## src/rtl/cmd_steer_pkg.sv

```systemverilog
`timescale 1ns/1ps
// Shared types for the serial command steering decoder.
// Assumes nothing beyond the standard language.
package cmd_steer_pkg;

    // Frame tracker states
    typedef enum logic [2:0] {
        ST_IDLE  = 3'd0,   // no host frame open
        ST_SEL   = 3'd1,   // shifting in target code
        ST_ARM   = 3'd2,   // code complete, waiting for serial clock low
        ST_PASS  = 3'd3,   // routing payload to a live target
        ST_DROP  = 3'd4,   // reserved code, frame swallowed
        ST_BLOCK = 3'd5    // default programmer took over, frame lost
    } fr_state_e;

    // Target indices (strobe position equals target code)
    localparam int TGT_LOCAL = 0;
    localparam int TGT_AFE1  = 1;
    localparam int TGT_AFE2  = 2;
    localparam int TGT_TGEN  = 3;

endpackage

```

## src/rtl/cmd_steer_edge.sv

```systemverilog
`timescale 1ns/1ps
// Rising-edge detector for the host serial clock.
// Assumes ser_clk is already synchronous to clk and toggles slower than clk.
module cmd_steer_edge (
    input  logic clk,
    input  logic rst_n,
    input  logic sclk_in,
    output logic rise
);

    logic sclk_q;

    // Remember the previous serial clock level
    always_ff @(posedge clk) begin
        if (!rst_n) sclk_q <= 1'b0;
        else        sclk_q <= sclk_in;
    end

    assign rise = sclk_in & ~sclk_q;

endmodule

```

## src/rtl/cmd_steer_frame.sv

```systemverilog
`timescale 1ns/1ps
// Frame tracker: captures the target code MSB first and walks the frame
// through select, arm, pass/drop and block states.
// Assumes frame_en rises at least one clk cycle before the first ser_clk rise.
module cmd_steer_frame
    import cmd_steer_pkg::*;
#(
    parameter int SEL_W = 3,
    parameter int N_TGT = 4
) (
    input  logic             clk,
    input  logic             rst_n,
    input  logic             frame_en,
    input  logic             sclk,
    input  logic             sdata,
    input  logic             rise,
    input  logic             dflt_active,
    output fr_state_e        state,
    output logic [SEL_W-1:0] sel
);

    localparam int CNT_W = $clog2(SEL_W + 1);
    localparam logic [CNT_W-1:0] LAST_BIT = CNT_W'(SEL_W - 1);

    logic [CNT_W-1:0] cnt;
    logic             code_ok;

    // Code belongs to a live target
    always_comb code_ok = (int'(sel) < N_TGT);

    // Frame state, code shifter and bit counter
    always_ff @(posedge clk) begin
        if (!rst_n) begin
            state <= ST_IDLE;
            sel   <= '0;
            cnt   <= '0;
        end else if (dflt_active) begin
            state <= ST_BLOCK;
            sel   <= '0;
            cnt   <= '0;
        end else if (!frame_en) begin
            state <= ST_IDLE;
            sel   <= '0;
            cnt   <= '0;
        end else begin
            case (state)
                ST_IDLE: begin
                    if (state != ST_BLOCK) state <= ST_SEL;
                    sel <= '0;
                    cnt <= '0;
                end
                ST_SEL: begin
                    if (rise) begin
                        sel <= SEL_W'({sel, sdata});
                        cnt <= cnt + 1'b1;
                        if (cnt == LAST_BIT) state <= ST_ARM;
                    end
                end
                ST_ARM: begin
                    if (!sclk) state <= code_ok ? ST_PASS : ST_DROP;
                end
                default: state <= state;   // PASS, DROP, BLOCK hold until frame ends
            endcase
        end
    end

    // a routed frame always carries a live target code
    a_r1_pass_code_valid: assert property (@(posedge clk) disable iff (!rst_n)
        (state == ST_PASS) |-> (int'(sel) < N_TGT));

    // routing starts only after the serial clock was seen low
    a_r3_clean_arm: assert property (@(posedge clk) disable iff (!rst_n)
        (state == ST_PASS && $past(state) == ST_ARM) |-> !$past(sclk));

    // frame enable low closes the frame on the next cycle
    a_r5_end_clears: assert property (@(posedge clk) disable iff (!rst_n)
        (!frame_en && !dflt_active) |=> (state == ST_IDLE && sel == '0));

endmodule

```

## src/rtl/cmd_steer_route.sv

```systemverilog
`timescale 1ns/1ps
// Output router: decodes the captured code into per-target strobes, gates the
// shared clock and data, and gives the default programmer priority.
// Assumes state and sel come from the frame tracker.
module cmd_steer_route
    import cmd_steer_pkg::*;
#(
    parameter int SEL_W = 3,
    parameter int N_TGT = 4
) (
    input  logic             clk,
    input  logic             rst_n,
    input  fr_state_e        state,
    input  logic [SEL_W-1:0] sel,
    input  logic             frame_en,
    input  logic             ser_clk,
    input  logic             ser_data,
    input  logic             dflt_active,
    input  logic             dflt_sclk,
    input  logic             dflt_sdata,
    input  logic [N_TGT-1:0] dflt_load,
    output logic             tgt_sclk,
    output logic             tgt_sdata,
    output logic [N_TGT-1:0] tgt_load
);

    logic             host_live;
    logic [N_TGT-1:0] host_load;

    // Host path is live only in the pass state with the frame still open
    always_comb host_live = (state == ST_PASS) && frame_en;

    // One strobe decoder per target
    for (genvar g = 0; g < N_TGT; g++) begin : g_dec
        assign host_load[g] = host_live && (sel == SEL_W'(g));
    end

    // Default programmer wins the shared lines
    always_comb begin
        if (dflt_active) begin
            tgt_sclk  = dflt_sclk;
            tgt_sdata = dflt_sdata;
            tgt_load  = dflt_load;
        end else begin
            tgt_sclk  = host_live & ser_clk;
            tgt_sdata = host_live & ser_data;
            tgt_load  = host_load;
        end
    end

    // host path raises at most one strobe
    a_r8_one_strobe: assert property (@(posedge clk) disable iff (!rst_n)
        !dflt_active |-> $onehot0(tgt_load));

    // outside routing the host path keeps the target lines quiet
    a_r2_quiet_lines: assert property (@(posedge clk) disable iff (!rst_n)
        (!dflt_active && state != ST_PASS) |-> (!tgt_sclk && !tgt_sdata && tgt_load == '0));

endmodule

```

## src/rtl/cmd_steer.sv

```systemverilog
`timescale 1ns/1ps
// Serial command steering decoder, top level.
// Strips a target code from each host serial frame and steers the payload to
// one of N_TGT targets on shared clock/data with one strobe per target.
// Assumes host lines are synchronous to clk and much slower than it.
module cmd_steer
    import cmd_steer_pkg::*;
#(
    parameter int SEL_W = 3,
    parameter int N_TGT = 4
) (
    input  logic             clk,
    input  logic             rst_n,
    input  logic             frame_en,
    input  logic             ser_clk,
    input  logic             ser_data,
    input  logic             dflt_active,
    input  logic             dflt_sclk,
    input  logic             dflt_sdata,
    input  logic [N_TGT-1:0] dflt_load,
    output logic             tgt_sclk,
    output logic             tgt_sdata,
    output logic [N_TGT-1:0] tgt_load
);

    logic             rise;
    fr_state_e        state;
    logic [SEL_W-1:0] sel;

    cmd_steer_edge u_edge (
        .clk     (clk),
        .rst_n   (rst_n),
        .sclk_in (ser_clk),
        .rise    (rise)
    );

    cmd_steer_frame #(.SEL_W(SEL_W), .N_TGT(N_TGT)) u_frame (
        .clk         (clk),
        .rst_n       (rst_n),
        .frame_en    (frame_en),
        .sclk        (ser_clk),
        .sdata       (ser_data),
        .rise        (rise),
        .dflt_active (dflt_active),
        .state       (state),
        .sel         (sel)
    );

    cmd_steer_route #(.SEL_W(SEL_W), .N_TGT(N_TGT)) u_route (
        .clk         (clk),
        .rst_n       (rst_n),
        .state       (state),
        .sel         (sel),
        .frame_en    (frame_en),
        .ser_clk     (ser_clk),
        .ser_data    (ser_data),
        .dflt_active (dflt_active),
        .dflt_sclk   (dflt_sclk),
        .dflt_sdata  (dflt_sdata),
        .dflt_load   (dflt_load),
        .tgt_sclk    (tgt_sclk),
        .tgt_sdata   (tgt_sdata),
        .tgt_load    (tgt_load)
    );

endmodule

```

## config.mk

```make
export PLATFORM = sky130hd
export DESIGN_NAME = cmd_steer
export DESIGN_NICKNAME = d
export VERILOG_FILES = /design/src/rtl/cmd_steer_pkg.sv /design/src/rtl/cmd_steer_edge.sv /design/src/rtl/cmd_steer_frame.sv /design/src/rtl/cmd_steer_route.sv /design/src/rtl/cmd_steer.sv
export SDC_FILE = /design/constraint.sdc
export NUM_CORES = 1
export LEC_CHECK = 0
export BUFFER_PORTS_ARGS = -buffer_cell sky130_fd_sc_hd__buf_2
export CORE_AREA = 3 3 40 42
export DETAILED_ROUTE_END_ITERATION = 8
export DIE_AREA = 0 0 43 45
export PLACE_DENSITY = 0.67
export SLEW_MARGIN = 20
export SYNTH_ARGS = -nofsm -noshare
export SYNTH_HDL_FRONTEND = slang
export SYNTH_HIERARCHICAL = 1
export SYNTH_SLANG_ARGS = --single-unit
```

## constraint.sdc

```tcl
create_clock -name clk -period 3.09 [get_ports clk]
set_input_delay 0.618 -clock clk [delete_from_list [all_inputs] [get_ports clk]]
set_output_delay 0.618 -clock clk [all_outputs]
set_load 0.02 [all_outputs]
```

==> metrics.cfg <==
[logic_synthesis]
ys.flop_type=dfxtp_1
synth.top_cell.area_share=0.326
syn_nets=79
async_flop_share=0
synth_edf_count=0
post_synth_num_cell_types=24
synth-warning-count=6
yosys_register_bits=9
synth_commonest_cells=dfxtp_1, nand2_1, o21ai_0
synthTopCellsByArea=dfxtp_1, o41ai_1, o21ai_0
synth_seq_area_share=0.326
synth.largest_area_cell=dfxtp_1
synth_area_per_cell_um2=8.38
netlist_area_um2=553
syn_inst=66

[floorplan]
initial_utilization=0.430
die_h_um=45
dieArea_mm2=0.00194
core_mm2=0.00128
die-width_um=43
num_io_pins=18
row_count=13

[global_route]
grt_busiest_layer=met2
grt_start_max_net_pins=13
antenna_found_initial=0
grt.total_usage=0.151
gr-total-overflow=0
global_route.usage.met2=0.225
grt_pass1_vias=498
grt_pass1_wl_um=2200
met3_usage=0.0359
grt_use_met1=0.198

[clock_tree]
hold_buffers=0
htree_levels=1
path_clk_slew_ns=0.07
clock-sinks=9
clkLatencyLatePin_ns=0.26
cts_buffers=3
cts_resized=0
cts_root_buf=clkbuf_4
cts_tree=yes
clockBufferDepth=2
postCtsSetupRepairBufs=0

[sta]
setup_viol=0
hold_viol_final=0
drv_slew=0
finalCritPeriodShare=0.763
tns_ns=0
post-route-min-period_ns=2.36
timing.fmax_mhz=424
tightest_slew_ns=0.441
relSlewSlack=0.705
skew_ns=0.00826
rsz0062_at_grt=no

[pwr]
leakagePower_nw=0.257
pwr-share-comb=0.169
cellPowerDensity_mw_per_mm2=396
switching_share=0.283
intPower_mw=0.189
p_sw_mw=0.0747
power_frac_seq=0.482
ir_drop_v=0.000196
power.share.clock=0.349

[worst_setup_path]
criticalPathCategory=reg -> out
slowest_delay_ns=0.59
crit_chain=nand4b_1 > o41ai_1 > buf_2
cp_slowest_cell=dfxtp_1
cp_max_fo=12
endpoint_kind=output port
cp-start-kind=register
worstPathRequired_ns=2.47
crit_arrival_ns=1.74

[worst_hold_path]
hold_class=reg -> reg

[placement]
portBuffers=17
place_hpwl_um=896
gp_congestion=0.778
place_area_um2=641

[detailed_routing]
firstDrtPassIters=4
vias=554
route.detailed.drc=0
drt_iter0_drc=11
wirelength_um=1260
wl_per_cell_um=12.6
ant_nets=0
vias_per_cell=5.54

[job]
maxCapViolations=0

[finish]
area_delta_synth_final_pct=20.6
diodes=0
fin_area_um2=667
fillers=132
drive_gt1_frac=0.306
nNetsFinal=99

[status]
outcome=finished clean

## stage by stage
stage | setup slack, ns | hold slack, ns | power [mW] | std cells | utilization
finish | 0.732 | 0.478 | 0.264 | 100 | 0.519
global route | 0.625 | 0.518 | 0.279 | 100 | 0.519
CTS | 0.746 | 0.482 | 0.266 | 100 | 0.519
detailed placement | 0.908 | 0.471 | 0.174 | 96 | 0.499
global placement | 0.934 | 0.462 | 0.173 | 96 | 0.499
floorplan | 0.778 | 0.450 | 0.158 | 66 | -
## critical path: cells and delay by family, from the launching register on
family          cells  cell delay (ns)
simple gates        1             0.29
buf+inv             1             0.22
compound gates      1             0.37
flops               1             0.59
## cells by family (layout without fill, tap and decap cells)
kind of cell / after synthesis / count (layout) / synth area share
AND/OR/NAND/NOR: 29 / 29 / 0.348
AO/OA/AOI/OAI: 21 / 21 / 0.247
flip-flops: 9 / 9 / 0.326
buffers and inverters: 6 / 25 / 0.0565
adder cells (fa/ha/maj): 1 / 1 / 0.0226
## metal layers
layer	vias up	part of all wire
met5	-	0
met4	0	0.016
met3	4	0.077
met2	23	0.43
met1	246	0.47
li1	281	-
## flip-flops by register name, indices dropped and copies added (netlist names)
name and flops:
u_frame/cnt 2, u_edge/sclk_q 1, u_frame/state 3, u_frame/sel 3
## cell usage in the layout (no fill, tap or decap), drive strengths merged
cell type  count
nor2           1
nor2b          1
and2b          1
nand2          9
o2111ai        1
o41ai          5
inv            4
nand3b         2
o21ai          8
o211ai         1
a21oi          6
clkbuf         4
nor3b          1
nand4b         2
ha             1
nand2b         2
or2            2
nand4          1
nor4bb         1
buf           17
dfxtp          9
and2           1
nand3          5
## cell type report
cell class                      count  area (um^2)  area share
Tap cell                           15         18.8      0.0281
Sequential cell                     9          180       0.270
Inverter                            4         15.0      0.0225
Timing Repair Buffer               17         85.1       0.128
Clock buffer                        4         26.3      0.0394
Multi-Input combinational cell     51          342       0.512
## worst paths after layout
| path | startpoint | endpoint | slack, ns | cells past startpoint |
|---|---|---|---|---|
| max reg2reg | u_frame/state[0] | u_frame/sel[1] | 1.92 | 3 |
| min | u_frame/cnt[0] | u_frame/cnt[0] | 0.48 | 2 |
| max | u_frame/state[0] | tgt_load[3] | 0.73 | 3 |
| min reg2reg | u_frame/cnt[0] | u_frame/cnt[0] | 0.48 | 2 |
## power by group through the flow
stage | Sequential, mW | Combinational (mW) | Clock, mW
2_1_floorplan | 0.125 | 0.0326 | 0
3_3_place_gp | 0.130 | 0.0438 | 0
3_5_place_dp | 0.130 | 0.0441 | 0
4_1_cts | 0.127 | 0.0444 | 0.0947
5_1_grt | 0.128 | 0.0498 | 0.102
6_report | 0.127 | 0.0446 | 0.0922
No activity file was read; power rests on OpenSTA's default activity.
